--- config.mk ---
export PLATFORM = sky130hd
export DESIGN_NAME = hazard_resolver
export DESIGN_NICKNAME = d
export VERILOG_FILES = /design/src/rtl/hazard_pkg.sv /design/src/rtl/operand_bypass.sv /design/src/rtl/load_use_detect.sv /design/src/rtl/hazard_resolver.sv
export SDC_FILE = /design/constraint.sdc
export NUM_CORES = 1
export LEC_CHECK = 0
export ABC_AREA = 1
export BUFFER_PORTS_ARGS = -buffer_cell sky130_fd_sc_hd__clkbuf_2
export CAP_MARGIN = 25
export CORE_AREA = 4 4 43 45
export DETAILED_ROUTE_END_ITERATION = 16
export DIE_AREA = 0 0 47 49
export PLACE_DENSITY = 0.93
export SLEW_MARGIN = 0
export SYNTH_ARGS = -nofsm -noshare
export SYNTH_HDL_FRONTEND = slang
export SYNTH_SLANG_ARGS = --single-unit
export TNS_END_PERCENT = 5
--- constraint.sdc ---
create_clock -name vclk -period 1
set_clock_uncertainty 0.1 [all_clocks]
set_input_delay 0.1 -clock vclk [all_inputs]
set_output_delay 0.1 -clock vclk [all_outputs]
set_load 0.02 [all_outputs]
--- src/rtl/hazard_pkg.sv ---
package hazard_pkg;
  typedef enum logic [1:0] {
    SEL_REGFILE = 2'b00,
    SEL_WB      = 2'b01,
    SEL_MEM     = 2'b10
  } fwd_sel_e;

  localparam int NUM_OPERANDS = 2;
endpackage

--- src/rtl/operand_bypass.sv ---
module operand_bypass #(
  parameter int RA_W = 5
) (
  input  logic [RA_W-1:0] src,
  input  logic [RA_W-1:0] mem_rd,
  input  logic            mem_we,
  input  logic [RA_W-1:0] wb_rd,
  input  logic            wb_we,
  output logic [1:0]      sel
);
  import hazard_pkg::*;

  function automatic logic stage_hit(input logic [RA_W-1:0] dst,
                                     input logic            we,
                                     input logic [RA_W-1:0] s);
    return we && (dst != '0) && (dst == s);
  endfunction

  logic mem_hit;
  logic wb_hit;
  fwd_sel_e choice;

  assign mem_hit = stage_hit(mem_rd, mem_we, src);
  assign wb_hit  = stage_hit(wb_rd, wb_we, src);

  always_comb begin
    if (mem_hit)      choice = SEL_MEM;
    else if (wb_hit)  choice = SEL_WB;
    else              choice = SEL_REGFILE;
  end

  assign sel = choice;
endmodule

--- src/rtl/load_use_detect.sv ---
module load_use_detect #(
  parameter int RA_W = 5
) (
  input  logic [RA_W-1:0] ex_rd,
  input  logic            ex_load,
  input  logic [RA_W-1:0] dec_src0,
  input  logic [RA_W-1:0] dec_src1,
  output logic            stall
);
  function automatic logic load_feeds(input logic [RA_W-1:0] dst,
                                      input logic            ld,
                                      input logic [RA_W-1:0] s);
    return ld && (dst != '0) && (dst == s);
  endfunction

  logic feeds_src0;
  logic feeds_src1;

  assign feeds_src0 = load_feeds(ex_rd, ex_load, dec_src0);
  assign feeds_src1 = load_feeds(ex_rd, ex_load, dec_src1);
  assign stall      = feeds_src0 | feeds_src1;
endmodule

--- src/rtl/hazard_resolver.sv ---
module hazard_resolver #(
  parameter int RA_W = 5
) (
  input  logic [RA_W-1:0] id_rs1,
  input  logic [RA_W-1:0] id_rs2,
  input  logic [RA_W-1:0] ex_rs1,
  input  logic [RA_W-1:0] ex_rs2,
  input  logic [RA_W-1:0] ex_rd,
  input  logic            ex_mem_read,
  input  logic [RA_W-1:0] mem_rd,
  input  logic            mem_reg_write,
  input  logic [RA_W-1:0] wb_rd,
  input  logic            wb_reg_write,
  output logic [1:0]      fwd_a,
  output logic [1:0]      fwd_b,
  output logic            front_write_en,
  output logic            bubble_req
);
  import hazard_pkg::*;

  logic [RA_W-1:0] op_src [NUM_OPERANDS];
  logic [1:0]      op_sel [NUM_OPERANDS];
  logic            load_use_stall;

  assign op_src[0] = ex_rs1;
  assign op_src[1] = ex_rs2;

  for (genvar g = 0; g < NUM_OPERANDS; g++) begin : g_operand
    operand_bypass #(.RA_W(RA_W)) u_bypass (
      .src    (op_src[g]),
      .mem_rd (mem_rd),
      .mem_we (mem_reg_write),
      .wb_rd  (wb_rd),
      .wb_we  (wb_reg_write),
      .sel    (op_sel[g])
    );
  end

  load_use_detect #(.RA_W(RA_W)) u_lu (
    .ex_rd    (ex_rd),
    .ex_load  (ex_mem_read),
    .dec_src0 (id_rs1),
    .dec_src1 (id_rs2),
    .stall    (load_use_stall)
  );

  assign fwd_a          = op_sel[0];
  assign fwd_b          = op_sel[1];
  assign bubble_req     = load_use_stall;
  assign front_write_en = ~load_use_stall;
endmodule

==> results of run 1 <==
## worst max-delay path, cell delays in order
cell,delay [ns]
buf_8,0.11
or2_1,0.23
o21ai_1,0.14
inv_1,0.08
nand3_1,0.10
nand2_1,0.07
clkbuf_8,0.15
## report_power, final
group / switching [mW] / leakage (nW) / internal, mW
Clock: 0 / 0 / 0
Combinational: 0.188 / 0.632 / 0.178
Sequential: 0 / 0 / 0
## cell families (layout without fill, tap and decap cells)
kind of cell,Yosys count,after routing,synth area share
AOI/OAI and AO/OA,2,2,0.01578
xor gates and xnor gates,16,16,0.2209
buffers and inverters,32,74,0.2012
and+or+nand+nor,88,88,0.5621
## metrics by stage
stage | cells | hold slack, ns | setup TNS (ns)
after CTS | 196 | 0.4520 | -0.4100
after global routing | 196 | 0.4660 | -0.9043
after floorplan | 138 | 0.3309 | 0
after global placement | 196 | 0.4910 | -0.4409
final | 196 | 0.4512 | -0.3717
after detailed placement | 196 | 0.5002 | -0.4908
## Yosys cell counts, drive strengths merged
cell     n
buf      2
clkinv   1
inv     29
nand2   51
nand3    9
nand3b   1
nand4    1
nor2    24
nor3b    1
o21ai    2
or2      1
xnor2    9
xor2     7
## worst paths after layout
kind         end  slack (ns)     startpoint  cells after the start
min     fwd_b[1]        0.45  mem_reg_write                      4
max   bubble_req       -0.17       ex_rd[0]                      7
## layout make-up
class | instances | area share
well taps | 16 | 0.02111
inverters | 30 | 0.1187
repair buffers | 44 | 0.2955
multi-input cells | 106 | 0.5646
## cell usage in the layout, fill, tap and decap left out
master and instances:
nand4_1 1, clkbuf_2 29, nand2_1 50, nand3_1 9, xor2_1 7, nor2_1 22, buf_4 9, or2_1 1
buf_6 1, o21ai_2 1, xnor2_1 7, buf_8 2, xnor2_2 2, nand2_2 1, o21ai_1 1, inv_2 7
buf_2 1, inv_1 23, clkbuf_4 1, nor2_2 2, clkbuf_8 1, nor3b_2 1, nand3b_1 1
## layer usage
metal	part of all wire	GRT usage	wire [µm]	vias to the layer above
met5	0	0	0	-
met4	0.0085	0	15	0
met3	0.097	0.007380	172	2
met2	0.51	0.2647	907	35
met1	0.38	0.1652	675	366
li1	-	-	-	485
## timing repair
item                       4_1_cts  5_1_grt
pin swaps                        3       13
resized for setup                7       36
setup endpoints to repair        6        6
setup buffers                    0        0
==> summary.txt, run 1 <==
Timing
  • Final period utilization: 1.166
  • Final Hold Viols: 0
  • Number of setup violations in the final report: 5
  • Slew Limit Fails: 0
  • Measured slew at the worst slew-check pin: 0.1682 ns
  • Max_slew headroom: 0.8874
  • Highest Clock Rate: 0.8574 GHz
  • Final worst slack: -0.1664 ns
  • Unrepaired setup endpoints after global routing: yes
  • Post-layout min period: 1.166 ns

Synth
  • Top cell type's share of synthesized area: 0.3018
  • Synth Instances: 138
  • Synthesized Nets: 176
  • Synthesized area: 634.4 µm²
  • Post-synth top area cell: nand2_1
  • Yosys warnings: 0
  • Synth unique cells: 15
  • Mapped Avg Cell Area: 4.597 µm²
  • Synth area leaders: nand2_1 30%, inv_1 16%, nor2_1 14%
  • Sequential area share after synthesis: 0

Global route
  • Grt ovf: 0
  • Largest net degree at the start of global routing: 5
  • All-Layer GR Usage: 0.1368
  • First-pass GRT wire length: 2.601 mm
  • Antenna violations before repair: 0
  • Vias in the first global route: 742

Worst setup path
  • Critical path fanouts, max: 4
  • Critical path data arrival time: 0.97 ns
  • Req. time, crit path: 0.80 ns
  • CP Launch Type: input pin
  • Crit end category: primary output
  • WS Path Type: input pin to primary output

Route
  • Initial DRT Pass Iterations: 5
  • # DRC: 0
  • Via count: 888
  • 1st-iter DRT viols: 20
  • DR vias/cell: 4.531
  • WL/cell: 9.031 µm
  • Antenna-violating nets left: 0
  • Final wirelength: 1.770 mm

Die
  • Die width: 47 µm
  • Boundary Pins: 44
  • Initial Util: 0.4311
  • Die Y: 49 µm
  • Core area: 0.001471 mm²
  • Die footprint: 0.002303 mm²
  • Cell Rows: 14

Clock network
  • # hold bufs at CTS: 0

Cells and area
  • Sequential cell area: 0 µm²
  • Seq Cell Count: 0
  • Final Core Density: 0.6446
  • Area grow syn2layout: 49.51%
  • ANT cells: 0
  • Fill cell count: 154
  • Cell area after layout: 948.4 µm²
  • Clock Buffer Count: 0
  • Layout cell share with drive strength beyond 1: 0.3222
  • Final Net Count: 220
  • Area of the multi-input gates: 535.5 µm²

Outcome
  • Run status: finished with violations
  • Failing checks: negative setup slack

Place
  • DP HPWL: 1.473 mm
  • Placement Cell Area: 859.6 µm²
  • Port Buffers: 44
  • GP Congestion: 0.7694
  • DP Worst Slack: -0.1428 ns

Worst hold path
  • HP Class: input pin to primary output

Power and ir drop
  • Pwr Density: 386.8 mW/mm²
  • Total power: 0.3668 mW
  • Max VDD drop: 202.0 µV
  • Leakage: 0.6323 nW

Flow run
  • Max cap viols: 0
No activity file was read; power rests on OpenSTA's default activity.
==> run 2: changes to the inputs <==
Settings changed: BUFFER_PORTS_ARGS -buffer_cell sky130_fd_sc_hd__clkbuf_2 to not set, CORE_AREA 4 4 43 45 to 4 4 41 43, DIE_AREA 0 0 47 49 to 0 0 45 47, DONT_BUFFER_PORTS set to 1, PLACE_DENSITY 0.93 to 0.72.
==> summary.txt, run 2 (same netlist as run 1, synthesis figures left out) <==
Outcome
  • Run status: finished clean

Place
  • Port Buffers: 0
  • GP Congestion: 0.7741
  • DP HPWL: 1.393 mm
  • Placement Cell Area: 668.1 µm²
  • DP Cell Count: 155

Die
  • Die footprint: 0.002115 mm²
  • Die width: 45 µm
  • Boundary Pins: 44
  • Cell Rows: 13
  • Initial Util: 0.4875
  • Core area: 0.001301 mm²
  • Die Y: 47 µm

Power and ir drop
  • Sw frac: 0.5321
  • Total power: 0.2508 mW
  • Pwr Density: 336.9 mW/mm²
  • Leakage: 0.4432 nW
  • Logic pwr share: 1.000
  • Clock Power Share: 0
  • Int Power: 0.1173 mW
  • Switching power: 0.1334 mW
  • Max VDD drop: 149.1 µV
  • Seq pwr share: 0

Cells and area
  • ANT cells: 0
  • Final Net Count: 180
  • Clock Buffer Count: 0
  • Fill cell count: 148
  • Commonest non-fill, non-tap cells in the layout: 41 x nand2_1, 20 x inv_1, 20 x nor2_1, 10 x nand2_2, 9 x xnor2_1
  • Non-filler cells, final: 155
  • Seq Cell Count: 0
  • Cell area after layout: 744.5 µm²
  • Commonest non-fill, non-tap cell in the layout: nand2_1
  • Area grow syn2layout: 17.36%
  • Layout cell share with drive strength beyond 1: 0.2143
  • Sequential cell area: 0 µm²

Worst setup path
  • CP Depth: 8
  • Setup crit start: mem_rd[3]
  • Crit path buf inv count: 2
  • CP Launch Type: input pin
  • Req. time, crit path: 0.80 ns
  • Critical path endpoint: fwd_b[0]
  • Critical path fanouts, max: 3
  • WS Path Type: input pin to primary output
  • Top cell by count, worst path: nor2_1
  • Worst path max stage delay: 0.15 ns
  • Crit-path leading delay family: simple AND/OR/NAND/NOR gates
  • Crit-path slowest cell: nor2_2
  • Crit end category: primary output
  • Critical-path cell list: inv_8 -> nand2_2 -> nand2_1 -> nor2_1 -> nand3_1 -> nor2_2 -> nor2_1 -> buf_4
  • Critical path data arrival time: 0.79 ns

Global route
  • Vias in the first global route: 710
  • Largest net degree at the start of global routing: 5
  • Grt ovf: 0
  • Antenna violations before repair: 0
  • All-Layer GR Usage: 0.1424
  • First-pass GRT wire length: 2.421 mm

Flow run
  • Max cap viols: 0

Timing
  • Final period utilization: 0.9885
  • Highest Clock Rate: 1.012 GHz
  • Unrepaired setup endpoints after global routing: yes
  • Final Hold Viols: 0
  • Number of setup violations in the final report: 0
  • Slew Limit Fails: 0
  • Max_slew headroom: 0.8575
  • Measured slew at the worst slew-check pin: 0.2122 ns
  • Post-layout min period: 0.9885 ns

Route
  • Initial DRT Pass Iterations: 4
  • 1st-iter DRT viols: 8
  • Via count: 759
  • Antenna-violating nets left: 0
  • # DRC: 0
  • DR vias/cell: 4.897
  • WL/cell: 10.72 µm
  • Final wirelength: 1.661 mm

Clock network
  • Post-CTS Setup Bufs: 0

Worst hold path
  • HP Class: input pin to primary output
-- run 2: changes by cell type in the layout (fill, tap and decap cells not counted), moves of 2 or more --
cell / before / now
nand2_1: 50 / 41
nor2_1: 22 / 20
clkbuf_2: 29 / 0
inv_2: 7 / 3
xnor2_2: 2 / 0
nand2_2: 1 / 10
buf_8: 2 / 0
inv_4: 0 / 3
inv_1: 23 / 20
xnor2_1: 7 / 9
buf_4: 9 / 4
inv_6: 0 / 2
-- run 2: worst min-delay path by stage --
stage	depth (start not counted)	endpoint	startpoint	slack [ns]
4_1_cts	3	front_write_en	ex_mem_read	0.37
5_1_grt	3	fwd_a[1]	mem_reg_write	0.37
3_5_place_dp	3	front_write_en	ex_mem_read	0.37
2_1_floorplan	4	fwd_b[0]	wb_reg_write	0.33
3_3_place_gp	3	front_write_en	ex_mem_read	0.37
6_report	3	fwd_a[1]	mem_reg_write	0.36
-- run 2: routing by layer --
metal,up-vias,track usage,share of wire
met5,-,0,0
met4,0,0,0
met3,0,0.02299,0.098
met2,33,0.2966,0.57
met1,324,0.1573,0.33
li1,402,-,-
-- run 2: through the flow --
stage	util	TNS, ns	setup slack, ns	hold slack (ns)
2_1_floorplan	-	0	0.02467	0.3309
3_3_place_gp	0.5135	0	0.04597	0.3683
3_5_place_dp	0.5135	0	0.03866	0.3744
4_1_cts	0.5135	0	0.03288	0.3736
5_1_grt	0.5721	-0.05585	-0.04635	0.3690
6_report	0.5721	0	0.01154	0.3552
-- run 2: cell type report --
type	count	area (µm²)	area share
well taps	15	18.77	0.02521
multi-input cells	106	558.0	0.7496
inverters	30	137.6	0.1849
repair buffers	4	30.03	0.04034
-- run 2: timing repair --
action	CTS	global route
endpoints found under the setup margin	0	4
resized for setup	0	34
hold buffers	0	0
-- run 2: power groups by stage --
| stage | clock, mW | sequential (mW) | combinational, mW |
|---|---|---|---|
| after global placement | 0 | 0 | 0.213 |
| after floorplan | 0 | 0 | 0.188 |
| final | 0 | 0 | 0.251 |
| after CTS | 0 | 0 | 0.220 |
| after detailed placement | 0 | 0 | 0.218 |
| after global routing | 0 | 0 | 0.285 |
-- run 2: worst min-delay path: stages --
cell and delay (ns):
o21ai_2 0.07, nor2_2 0.04, buf_4 0.14
==> run 3: changes to the inputs <==
Settings changed: ABC_AREA 1 to not set, PLACE_DENSITY 0.72 to 0.55.
==> summary.txt, run 3 <==
Outcome
  • Run status: finished with violations
  • Failing checks: negative setup slack

Cells and area
  • Area grow syn2layout: 29.64%
  • Fill cell count: 142
  • Area of the multi-input gates: 445.4 µm²
  • Commonest non-fill, non-tap cell in the layout: xnor2_1
  • Non-filler cells, final: 72
  • Commonest non-fill, non-tap cells in the layout: 16 x xnor2_1, 14 x xor2_1, 5 x buf_4, 4 x nand3_1, 3 x or4_4
  • Sequential cell area: 0 µm²
  • Layout cell share with drive strength beyond 1: 0.2632
  • ANT cells: 0
  • Seq Cell Count: 0
  • Clock Buffer Count: 0
  • Final Net Count: 97

Worst hold path
  • HP Class: input pin to primary output
  • Worst hold start: ex_mem_read

Route
  • WL/cell: 16.03 µm
  • Antenna-violating nets left: 0
  • Initial DRT Pass Iterations: 1
  • # DRC: 0
  • Final wirelength: 1.154 mm
  • Via count: 384
  • DR vias/cell: 5.333
  • 1st-iter DRT viols: 0

Timing
  • Measured slew at the worst slew-check pin: 0.5786 ns
  • Slew Limit Fails: 0
  • Final period utilization: 1.425
  • Number of setup violations in the final report: 6
  • Unrepaired setup endpoints after global routing: yes
  • Post-layout min period: 1.425 ns
  • Highest Clock Rate: 0.7017 GHz
  • Max_slew headroom: 0.6107
  • Final Hold Viols: 0
  • Fin Hold WS: 0.2429 ns
  • Final worst slack: -0.4251 ns

Place
  • DP Cell Count: 72
  • Port Buffers: 0
  • GP Congestion: 0.6984

Power and ir drop
  • Pwr Density: 317.4 mW/mm²
  • Sw frac: 0.4032
  • Leakage: 0.1649 nW
  • Switching power: 0.06932 mW
  • Max VDD drop: 123.9 µV
  • Logic pwr share: 1.000
  • Clock Power Share: 0
  • Seq pwr share: 0
  • Int Power: 0.1026 mW

Synth
  • Mapped Avg Cell Area: 8.037 µm²
  • Synth top cells by count: 16 x xnor2_1, 14 x xor2_1, 5 x or4_1
  • Top cell type's share of synthesized area: 0.3353
  • Post-synth top area cell: xnor2_1
  • Yosys warnings: 0
  • Synth Instances: 52
  • Synth unique cells: 13
  • Synthesized Nets: 90
  • Synth area leaders: xnor2_1 34%, xor2_1 29%, or4_1 9.0%
  • Sequential area share after synthesis: 0
  • Synthesized area: 417.9 µm²
  • Most numerous cell in the Yosys netlist: xnor2_1

Flow run
  • Max cap viols: 0

Global route
  • First-pass GRT wire length: 1.552 mm
  • Vias in the first global route: 420
  • Grt ovf: 0
  • All-Layer GR Usage: 0.09599
  • Antenna violations before repair: 0
  • Largest net degree at the start of global routing: 5

Clock network
  • # hold bufs at CTS: 0
  • Post-CTS Setup Bufs: 0

Worst setup path
  • Setup crit start: wb_rd[0]
  • Critical path data arrival time: 1.23 ns
  • Crit end category: primary output
  • Worst path max stage delay: 0.54 ns
  • Critical-path cell list: xor2_1 -> or4_4 -> nor4_4 -> buf_4
  • Crit-path slowest cell: or4_4
  • WS Path Type: input pin to primary output
  • Crit path buf inv count: 1
  • Crit-path leading delay family: simple AND/OR/NAND/NOR gates
  • CP Launch Type: input pin
  • Req. time, crit path: 0.80 ns
  • Critical path fanouts, max: 3

Die
  • Die width: 45 µm
  • Die Y: 47 µm
  • Initial Util: 0.3212
  • Boundary Pins: 44
  • Core area: 0.001301 mm²
  • Cell Rows: 13
  • Die footprint: 0.002115 mm²
## run 3: cell types whose count changed after synthesis, sizes merged, moves of 7 or more
cell   delta
xor2      +7
xnor2     +7
nor2     -24
nand2    -49
inv      -29
## run 3: final timing paths
kind / end / slack, ns / cells after the start
worst max-delay path: fwd_a[0] / -0.43 / 4
worst min-delay path: bubble_req / 0.24 / 1
## run 3: power by group through the flow
| stage | Combinational [mW] | Clock (mW) | Sequential [mW] |
|---|---|---|---|
| 6_report | 0.172 | 0 | 0 |
| 2_1_floorplan | 0.144 | 0 | 0 |
| 4_1_cts | 0.172 | 0 | 0 |
| 5_1_grt | 0.190 | 0 | 0 |
| 3_3_place_gp | 0.166 | 0 | 0 |
| 3_5_place_dp | 0.168 | 0 | 0 |
## run 3: stage by stage
step	util	setup slack (ns)	total power [mW]	instance area, µm²	setup TNS (ns)
after detailed placement	0.4029	-0.4279	0.1675	524.3	-1.921
after global placement	0.4029	-0.4289	0.1663	524.3	-1.878
after CTS	0.4115	-0.4236	0.1719	535.5	-1.832
after floorplan	-	-0.3896	0.1442	442.9	-1.559
after global routing	0.4163	-0.4735	0.1900	541.8	-2.043
final	0.4163	-0.4251	0.1719	541.8	-1.838
## run 3: timing repair
action	CTS	global route
resized for setup	2	1
setup endpoints to repair	6	6
pin swaps	3	1
## run 3: logic make-up (layout without fill, tap and decap cells)
family | count (synthesis) | after routing | share of synthesized area
xor+xnor | 30 | 30 | 0.6287
simple gates | 15 | 15 | 0.2455
compound gates | 5 | 5 | 0.08983
buf+inv | 2 | 7 | 0.03592
## run 3: routing by layer
layer / up-vias / GRT usage / part of all wire
li1: 194 / - / -
met1: 167 / 0.1011 / 0.32
met2: 23 / 0.1808 / 0.51
met3: 0 / 0.04981 / 0.17
met4: 0 / 0 / 0
met5: - / 0 / 0
## run 3: final cells by class
type / instances / area share
well taps: 15 / 0.03464
multi-input cells: 50 / 0.8222
repair buffers: 7 / 0.1432
